`src/rtl/disp_irq_ctrl.sv`:
```
module disp_irq_ctrl #(
  parameter int NCH  = 7,
  parameter int ID_W = 16
) (
  input  logic            clk,
  input  logic            rst_n,
  input  logic            wr_en,
  input  logic [1:0]      wr_sel,
  input  logic [31:0]     wr_data,
  input  logic            ev_sof,
  input  logic            ev_eof,
  input  logic            ev_bra,
  input  logic            ev_und,
  input  logic            ev_ber,
  input  logic            ev_ldd,
  input  logic [2:0]      ev_ch,
  input  logic [ID_W-1:0] ev_fid,
  input  logic [31:0]     ev_cmd,
  output logic            irq,
  output logic [31:0]     stat0,
  output logic [31:0]     stat1,
  output logic [ID_W-1:0] irq_id
);
  localparam logic [31:0] PRIM_IRQ  = 32'h0000_0393;
  localparam logic [31:0] CMASK_OK  = 32'h3F3F_3F3F;
  localparam logic [31:0] CLR1_OK   = 32'h003E_3F3F;
  localparam logic [31:0] BERCH_FLD = 32'h7000_0000;

  logic            en_q, irq_q;
  logic [31:0]     m0_q, cmask_q, st0_q, st1_q;
  logic [ID_W-1:0] id_q;

  logic ch_ok, ch0, sof_v, eof_v, bra_v, und_v, ber_v, qd, hit, sint;
  logic [4:0]  sh;
  logic [31:0] set0, set1, clr0, clr1;
  logic unused_cmd;

  assign unused_cmd = ^{ev_cmd[31:23], ev_cmd[20:0]};
  assign ch_ok = {29'd0, ev_ch} < 32'(NCH);
  assign ch0   = ev_ch == 3'd0;
  assign sof_v = ev_sof & ev_cmd[22] & ch_ok;
  assign eof_v = ev_eof & ev_cmd[21] & ch_ok;
  assign bra_v = ev_bra & ch_ok;
  assign und_v = ev_und & ch_ok;
  assign ber_v = ev_ber & ch_ok;
  assign sh    = 5'(ev_ch) - 5'd1;

  assign set1 = ch0 ? 32'd0 :
                (32'(sof_v) << sh) | (32'(eof_v) << (sh + 5'd8)) |
                (32'(bra_v) << (sh + 5'd16)) | (32'(und_v) << (sh + 5'd24));

  assign qd = wr_en && wr_sel == 2'd2 && en_q && !wr_data[31];

  always_comb begin
    set0 = 32'd0;
    if (ch0) begin
      set0[1] = sof_v;
      set0[8] = eof_v;
      set0[9] = bra_v;
      set0[4] = und_v;
    end
    if (ber_v) set0 = set0 | 32'h4 | {1'b0, ev_ch, 28'd0};
    set0[0] = set0[0] | ev_ldd;
    set0[7] = set0[7] | qd;
  end

  assign hit  = ber_v | ((set0 & 32'h0000_0312 & ~m0_q) != 32'd0) |
                ((set1 & ~cmask_q) != 32'd0);
  assign sint = hit & irq_q;

  assign clr0 = (wr_en && wr_sel == 2'd0) ?
                ((wr_data & 32'hFFF) | (wr_data[2] ? BERCH_FLD : 32'd0)) : 32'd0;
  assign clr1 = (wr_en && wr_sel == 2'd1) ? (wr_data & CLR1_OK) : 32'd0;

  always_ff @(posedge clk) begin
    if (!rst_n) begin
      en_q <= 1'b0; m0_q <= '0; cmask_q <= '0;
      st0_q <= '0; st1_q <= '0; id_q <= '0; irq_q <= 1'b0;
    end else begin
      if (wr_en && wr_sel == 2'd2) begin
        en_q <= wr_data[31];
        m0_q <= wr_data & PRIM_IRQ;
      end
      if (wr_en && wr_sel == 2'd3) cmask_q <= wr_data & CMASK_OK;
      st0_q <= (st0_q & ~clr0) | set0 | {21'd0, sint, 10'd0};
      st1_q <= (st1_q & ~clr1) | set1;
      if (hit && !irq_q) id_q <= ev_fid;
      irq_q <= ((st0_q & PRIM_IRQ & ~m0_q) != 32'd0) ||
               ((st1_q & ~cmask_q) != 32'd0);
    end
  end

  assign irq    = irq_q;
  assign stat0  = st0_q;
  assign stat1  = st1_q;
  assign irq_id = id_q;


  id_hold_chk: assert property (@(posedge clk) disable iff (!rst_n)
    $past(irq_q) && rst_n && $past(rst_n) |-> $stable(id_q));

  sint_src_chk: assert property (@(posedge clk) disable iff (!rst_n)
    $rose(st0_q[10]) |-> $past(irq_q));

  berch_src_chk: assert property (@(posedge clk) disable iff (!rst_n)
    ((st0_q[30:28] & ~$past(st0_q[30:28])) != 3'd0) |-> $past(ev_ber));

  sof_gate_chk: assert property (@(posedge clk) disable iff (!rst_n)
    ((st1_q[5:0] & ~$past(st1_q[5:0])) != 6'd0) |-> $past(ev_sof && ev_cmd[22]));

  qd_src_chk: assert property (@(posedge clk) disable iff (!rst_n)
    $rose(st0_q[7]) |-> $past(wr_en && wr_sel == 2'd2 && !wr_data[31]));
endmodule

```
`config.mk`:
```
export PLATFORM = sky130hd
export DESIGN_NAME = disp_irq_ctrl
export DESIGN_NICKNAME = d
export VERILOG_FILES = /design/src/rtl/disp_irq_ctrl.sv
export SDC_FILE = /design/constraint.sdc
export NUM_CORES = 1
export LEC_CHECK = 0
export BUFFER_PORTS_ARGS = -buffer_cell sky130_fd_sc_hd__buf_2
export CAP_MARGIN = 20
export CELL_PAD_IN_SITES_DETAIL_PLACEMENT = 1
export CELL_PAD_IN_SITES_GLOBAL_PLACEMENT = 1
export CORE_ASPECT_RATIO = 0.6
export CORE_UTILIZATION = 35
export CTS_CLUSTER_SIZE = 28
export DETAILED_ROUTE_END_ITERATION = 16
export GPL_TIMING_DRIVEN = 0
export PLACE_DENSITY = 0.88
export REMOVE_ABC_BUFFERS = 1
export SYNTH_ARGS = -nofsm -noshare
export SYNTH_HDL_FRONTEND = slang
export SYNTH_SLANG_ARGS = --single-unit
```
`constraint.sdc`:
```
create_clock -name clk -period 4 [get_ports clk]
set_input_delay 0.4 -clock clk [delete_from_list [all_inputs] [get_ports clk]]
set_output_delay 0.4 -clock clk [all_outputs]
set_load 0.05 [all_outputs]
```
# == After elaboration in Yosys (flattened, before gate mapping) ==
# Cells that the tools add are included.
# word_totals
ff_bits,112
latchBits,0
mem_bits_rw,0
rom_bits,0
in_bits,94
output_inout_bits,81
word_cells,73
n_memories,0
# classes
addsub,4
multipliers,0
div_mod_pow,0
n_lt_le_gt_ge,1
eq_ne,3
shifts,4
n_mux,8
bitwise,30
n_reduce_logical,16
# op_table
cell,count
32-bit AND,4
32-bit OR,4
32-bit nonzero test,4
1-bit by 5-bit << shifter with 32-bit output,4
31-bit 2-to-1 mux,3
10-bit by 32-bit AND with 32-bit output,2
32-bit 2-to-1 mux,1
10-bit inverter with 32-bit output,1
22-bit inverter with 32-bit output,1
30-bit inverter with 32-bit output,1
31-bit inverter with 32-bit output,1
32-bit by 11-bit OR with 32-bit output,1
32-bit by 31-bit OR with 32-bit output,1
10-bit by 31-bit OR with 31-bit output,1
12-bit by 31-bit OR with 31-bit output,1
22-bit 2-to-1 mux,1
1-bit AND,8
1-bit logical AND,7
4-bit by 4-bit adder with 5-bit output (second input constant),1
5-bit by 4-bit adder with 5-bit output (second input constant),1
5-bit adder (second input constant),1
2-bit == test (second input constant),2
1-bit OR,4
3-bit by 1-bit subtractor with 4-bit output (second input constant),1
other kinds (8),10

# == Logic depth before layout (Yosys ltp) ==
# logic_depth
ltp_word,12
depth_mapped,13
depth_no_buf,9

# == Least setup slack after synthesis ==
# No wires, ideal clock.
# synth_timing
path_kind,input to register
from,input ev_ch[1]
to,"register id_q[10], in the netlist irq_id[10]"
setup_ps,122
arrival_ps,3069
required_time_ps,3878
slack_ps,809
stages,13
path_buffers,4
path_cell_list,buf_2 inv_1 ha_1 buf_2 or2_2 clkbuf_1 nor4_1 a311o_1 or4_4 nor4_4 buf_6 nor2_1 a311o_1
# synth_via
elab_chain_len,11
# synth_rtl
item,line_no,text
start: declaration,16,"input logic [2:0] ev_ch,"
3-bit by 1-bit subtractor with 4-bit output / 3-bit less-than comparator (equally long branches),"46, 39",
"5-bit by 4-bit adder with 5-bit output, or another cell as far along",49,(32'(sof_v) << sh) | (32'(eof_v) << (sh + 5'd8)) |
1-bit by 5-bit << shifter with 32-bit output,49,
32-bit OR (2 in series),49,
32-bit OR,50,(32'(bra_v) << (sh + 5'd16)) | (32'(und_v) << (sh + 5'd24));
32-bit 2-to-1 mux,48,assign set1 = ch0 ? 32'd0 :
32-bit AND,68,((set1 & ~cmask_q) != 32'd0);
32-bit nonzero test,68,
1-bit OR *,67,assign hit = ber_v | ((set0 & 32'h0000_0312 & ~m0_q) != 32'd0) |
1-bit logical AND *,87,if (hit && !irq_q) id_q <= ev_fid;
end signal: assignment,87,
end: declaration,31,logic [ID_W-1:0] id_q;
# Every way passes the cells marked *; elsewhere a longest branch is shown, timed or not.
# A chain may end at the register's enable or synchronous reset.

# == Worst setup path in the final report ==
# layout_timing
from,input ev_ch[0]
to,"register id_q[2], in the netlist irq_id[2]"
# Same word-level chain as after synthesis.

==> results.sh <==
export IMPL_final_max_slew_violation_count=0
export IMPL_swShare_pct=36.0
export IMPL_core_area_mm2=0.0130
export IMPL_ff2ff_path_depth=8
export IMPL_route_detailed_wl_per_inst_um=20.1
export IMPL_cap_violations=0
export IMPL_floorplan_die_area_mm2=0.0139
export IMPL_critical_path_buf_inv_count=4
export IMPL_width_of_the_chip_um=152
export IMPL_clock_tree_buffer_depth=2
export IMPL_layout_area_overhead_vs_synth_pct=22.2
export IMPL_postSynthCellCount=605
export IMPL_global_route_usage_total_pct=25.9
export IMPL_min_delay_path_depth=2
export IMPL_worst_endpoint_arrival_ns=3.85
export IMPL_grt_overflow_total=0
export IMPL_synth_async_sr_flop_share_pct=0
export IMPL_clock_sinks=95
export IMPL_port_buffers=122
export IMPL_postRouteWirelength_mm=17.7
export IMPL_post_synth_edffs=0
export IMPL_worst_hold_path_type="in2reg"
export IMPL_via_per_inst=5.64
export IMPL_fraction_of_final_layout_cells_sized_beyond_drive_strength_1_pct=22.4
export IMPL_layout_commonest_cell="sky130_fd_sc_hd__buf_2"
export IMPL_max_freq_ghz=0.276
export IMPL_cp_max_fo=18
export IMPL_number_of_antenna_violations_at_the_first_check_in_global_routing=0
export IMPL_layout_cells_most_common_list="sky130_fd_sc_hd__buf_2 (122), sky130_fd_sc_hd__nor2_1 (97), sky130_fd_sc_hd__dfxtp_1 (95)"
export IMPL_final_design_instance_area_without_fill_mm2=0.00574
export IMPL_cells_traversed_along_the_worst_timing_path="buf_2, inv_1, ha_1, xnor2_4, nand2_1, o32a_1, o21ai_1, buf_4, nor2_1, buf_4, a311o_1"
export IMPL_reg2reg_from="cmask_q[27]"
export IMPL_synth_main_ff_cell="sky130_fd_sc_hd__dfxtp_1"
export IMPL_crit_path_top_delay_cell="sky130_fd_sc_hd__xnor2_4"
export IMPL_period_minus_slack_ns=3.62
export IMPL_cts_tree="yes"
export IMPL_hold_path_startpoint="wr_data[6]"
export IMPL_placed_cell_area_mm2=0.00536
export IMPL_synth_warning_count=0
export IMPL_synthesis_area_per_instance_um2=7.76
export IMPL_sw_pwr_mw=0.926
export IMPL_final_fill_count=1639
export IMPL_combPwrFrac_pct=25.3
export IMPL_clockPowerShare_pct=33.9
export IMPL_critPathTopFamily="compound AO/OA/AOI/OAI gates"
export IMPL_final_setup_tns_ns=0
export IMPL_report_final_hold_viol_count=0
export IMPL_sequential_cell_area_mm2=0.00190
export IMPL_fin_skew_ns=0.0123
export IMPL_timing_critical_path_from_type="primary input"
export IMPL_regToRegEndpoint="irq_id[7]"
export IMPL_design_portCount=175
export IMPL_number_of_cells_on_the_critical_path=11
export IMPL_cpPeakStageDelay_ns=0.56
export IMPL_cts_root_buffer_cell="sky130_fd_sc_hd__clkbuf_16"
export IMPL_detail_route_first_pass_iterations=5
export IMPL_critical_path_most_common_cell="sky130_fd_sc_hd__buf_4"
export IMPL_r2r_slack_ns=1.50
export IMPL_type_of_destination_of_the_critical_path="register"
export IMPL_period_share_pct=90.4
export IMPL_grt_max_degree=50
export IMPL_clkLatencyLatePin_ns=0.35
export IMPL_power_density_mw_per_mm2=448
export IMPL_slew_limit_headroom_pct=35.6
export IMPL_antenna_diode_count=0
export IMPL_first_global_vias=4893
export IMPL_worstHoldEndpoint="stat0[6]"
export IMPL_chipHeight_um=91.7
export IMPL_worst_pin_slew_ns=0.961
export IMPL_cts_made_buffers=9
export IMPL_grt_setup_unrepaired="false"
export IMPL_power_total_mw=2.57
export IMPL_synth_lib_cells_used_distinct=62
export IMPL_start_util_pct=36.2
export IMPL_number_of_synthesized_register_bits=95
export IMPL_gpl_final_weighted_congestion=0.896
export IMPL_htree_levels=3
export IMPL_utilization_after_layout_pct=44.3
export IMPL_result_of_the_run="finished, final reports clean"
export IMPL_design_final_nets=805
export IMPL_rows=32
export IMPL_critical_path_required_ns=4.23
export IMPL_post_dp_hpwl_mm=13.4
export IMPL_synth_seq_area_share_pct=40.5
export IMPL_total_area_of_multi_input_combinational_cells_mm2=0.00243
export IMPL_irDropWorstVdd_mv=0.196
export IMPL_dr_first_iter_drc_count=353
export IMPL_critical_path_class="in2reg"
export IMPL_route_vias_total=4983
export IMPL_mapped_cell_area_mm2=0.00470
export IMPL_drt_drc_violations_left=0
export IMPL_global_route_wire_length_before_repair_mm=27.2
export IMPL_antenna_violating_nets_post_route=0
export IMPL_timing_final_setup_violations=0
export IMPL_total_leakage_power_nw=2.48
export IMPL_cts_clk_slew_worst_paths_ns=0.08
export IMPL_internal_power_mw=1.65
export IMPL_power_share_sequential_pct=40.8
worst register-to-register path, cell delays in order, from the launching register on:
cell,delay (ns)
sky130_fd_sc_hd__dfxtp_1,0.46
sky130_fd_sc_hd__nor4_1,0.10
sky130_fd_sc_hd__a311o_1,0.35
sky130_fd_sc_hd__or4_4,0.50
sky130_fd_sc_hd__nor4_4,0.27
sky130_fd_sc_hd__buf_4,0.17
sky130_fd_sc_hd__buf_8,0.16
sky130_fd_sc_hd__nor2_1,0.07
sky130_fd_sc_hd__a311o_1,0.32
area by class of cell:
type	instances	share of cell area (%)
multi-input cells	435	42.4
clock inverters	6	1.05
repair buffers	133	13.3
clock buffers	10	4.16
inverters	35	2.29
flip-flops and latches	95	33.1
well taps	170	3.70
cell families (layout without fill, tap and decap cells):
kind of cell               count (synthesis)  in the layout  share of synthesized area (%)
and+or+nand+nor                          246            246                           23.4
AOI/OAI and AO/OA                        158            158                           23.4
DFF                                       95             95                           40.5
buffers and inverters                     91            184                           9.35
muxes                                     10             10                           2.16
adders and majority gates                  2              2                          0.533
xor gates and xnor gates                   2              2                          0.533
other                                      1             17                         0.0798
power groups by stage:
stage	registers, mW	clock network [mW]	logic (mW)
finish	1.05	0.871	0.652
global route	1.06	0.922	0.692
CTS	1.05	0.889	0.627
detailed placement	1.07	0	0.626
global placement	1.07	0	0.592
floorplan	1.23	0	0.256
cells in the mapped netlist, types with 4 or more instances:
master | count | area (um2)
sky130_fd_sc_hd__mux2i_1 | 9 | 90.1
sky130_fd_sc_hd__a32o_1 | 16 | 160
sky130_fd_sc_hd__o32a_1 | 4 | 40.0
sky130_fd_sc_hd__o21a_1 | 5 | 37.5
sky130_fd_sc_hd__a22oi_1 | 6 | 45.0
sky130_fd_sc_hd__nand3_1 | 5 | 25.0
sky130_fd_sc_hd__o21ai_0 | 6 | 30.0
sky130_fd_sc_hd__nor3_1 | 10 | 50.1
sky130_fd_sc_hd__nor3b_1 | 6 | 45.0
sky130_fd_sc_hd__and2_1 | 4 | 25.0
sky130_fd_sc_hd__nand2_1 | 91 | 342
sky130_fd_sc_hd__clkbuf_1 | 24 | 90.1
sky130_fd_sc_hd__a21oi_1 | 67 | 335
sky130_fd_sc_hd__buf_4 | 17 | 128
sky130_fd_sc_hd__nor2b_1 | 5 | 31.3
sky130_fd_sc_hd__o22ai_1 | 11 | 68.8
sky130_fd_sc_hd__nor2_1 | 98 | 368
sky130_fd_sc_hd__inv_1 | 34 | 128
sky130_fd_sc_hd__buf_2 | 9 | 45.0
sky130_fd_sc_hd__a311o_1 | 17 | 170
sky130_fd_sc_hd__dfxtp_1 | 95 | 1900
sky130_fd_sc_hd__a221oi_1 | 5 | 43.8
sequential cells by signal, indices dropped and copies added (netlist names):
| name | flops |
|---|---|
| cmask_q | 24 |
| stat1 | 32 |
| irq | 1 |
| irq_id | 16 |
| en_q | 1 |
| m0_q | 6 |
| stat0 | 15 |
worst max-delay path by stage:
stage | startpoint | endpoint | slack, ns
floorplan | ev_ch[0] | irq_id[0] | 0.56
global placement | ev_ch[0] | irq_id[11] | -0.70
detailed placement | ev_ch[0] | irq_id[7] | -0.30
CTS | ev_ch[0] | irq_id[2] | 0.06
global route | ev_ch[0] | irq_id[0] | 0.24
finish | ev_ch[0] | irq_id[2] | 0.38
through the flow:
stage / setup slack [ns] / hold WS (ns) / instances
finish: 0.383 / 0.221 / 884
global route: 0.239 / 0.223 / 884
CTS: 0.0635 / 0.216 / 879
detailed placement: -0.296 / 0.427 / 863
global placement: -0.696 / 0.415 / 857
floorplan: 0.565 / 0.436 / 565
timing repair:
item                                    in CTS  in global routing
hold buffers                                 0                  0
setup buffers                                0                  3
gates resized for setup                      0                  1
endpoints found under the setup margin       0                 10
metal layers:
layer,GRT usage [%],vias up,share of wire (%)
met5,0,-,0
met4,4.87,0,0.64
met3,7.06,11,8.6
met2,38.4,192,44
met1,37.4,2490,47
li1,-,2290,-
Power figures use the tool's default switching activity.
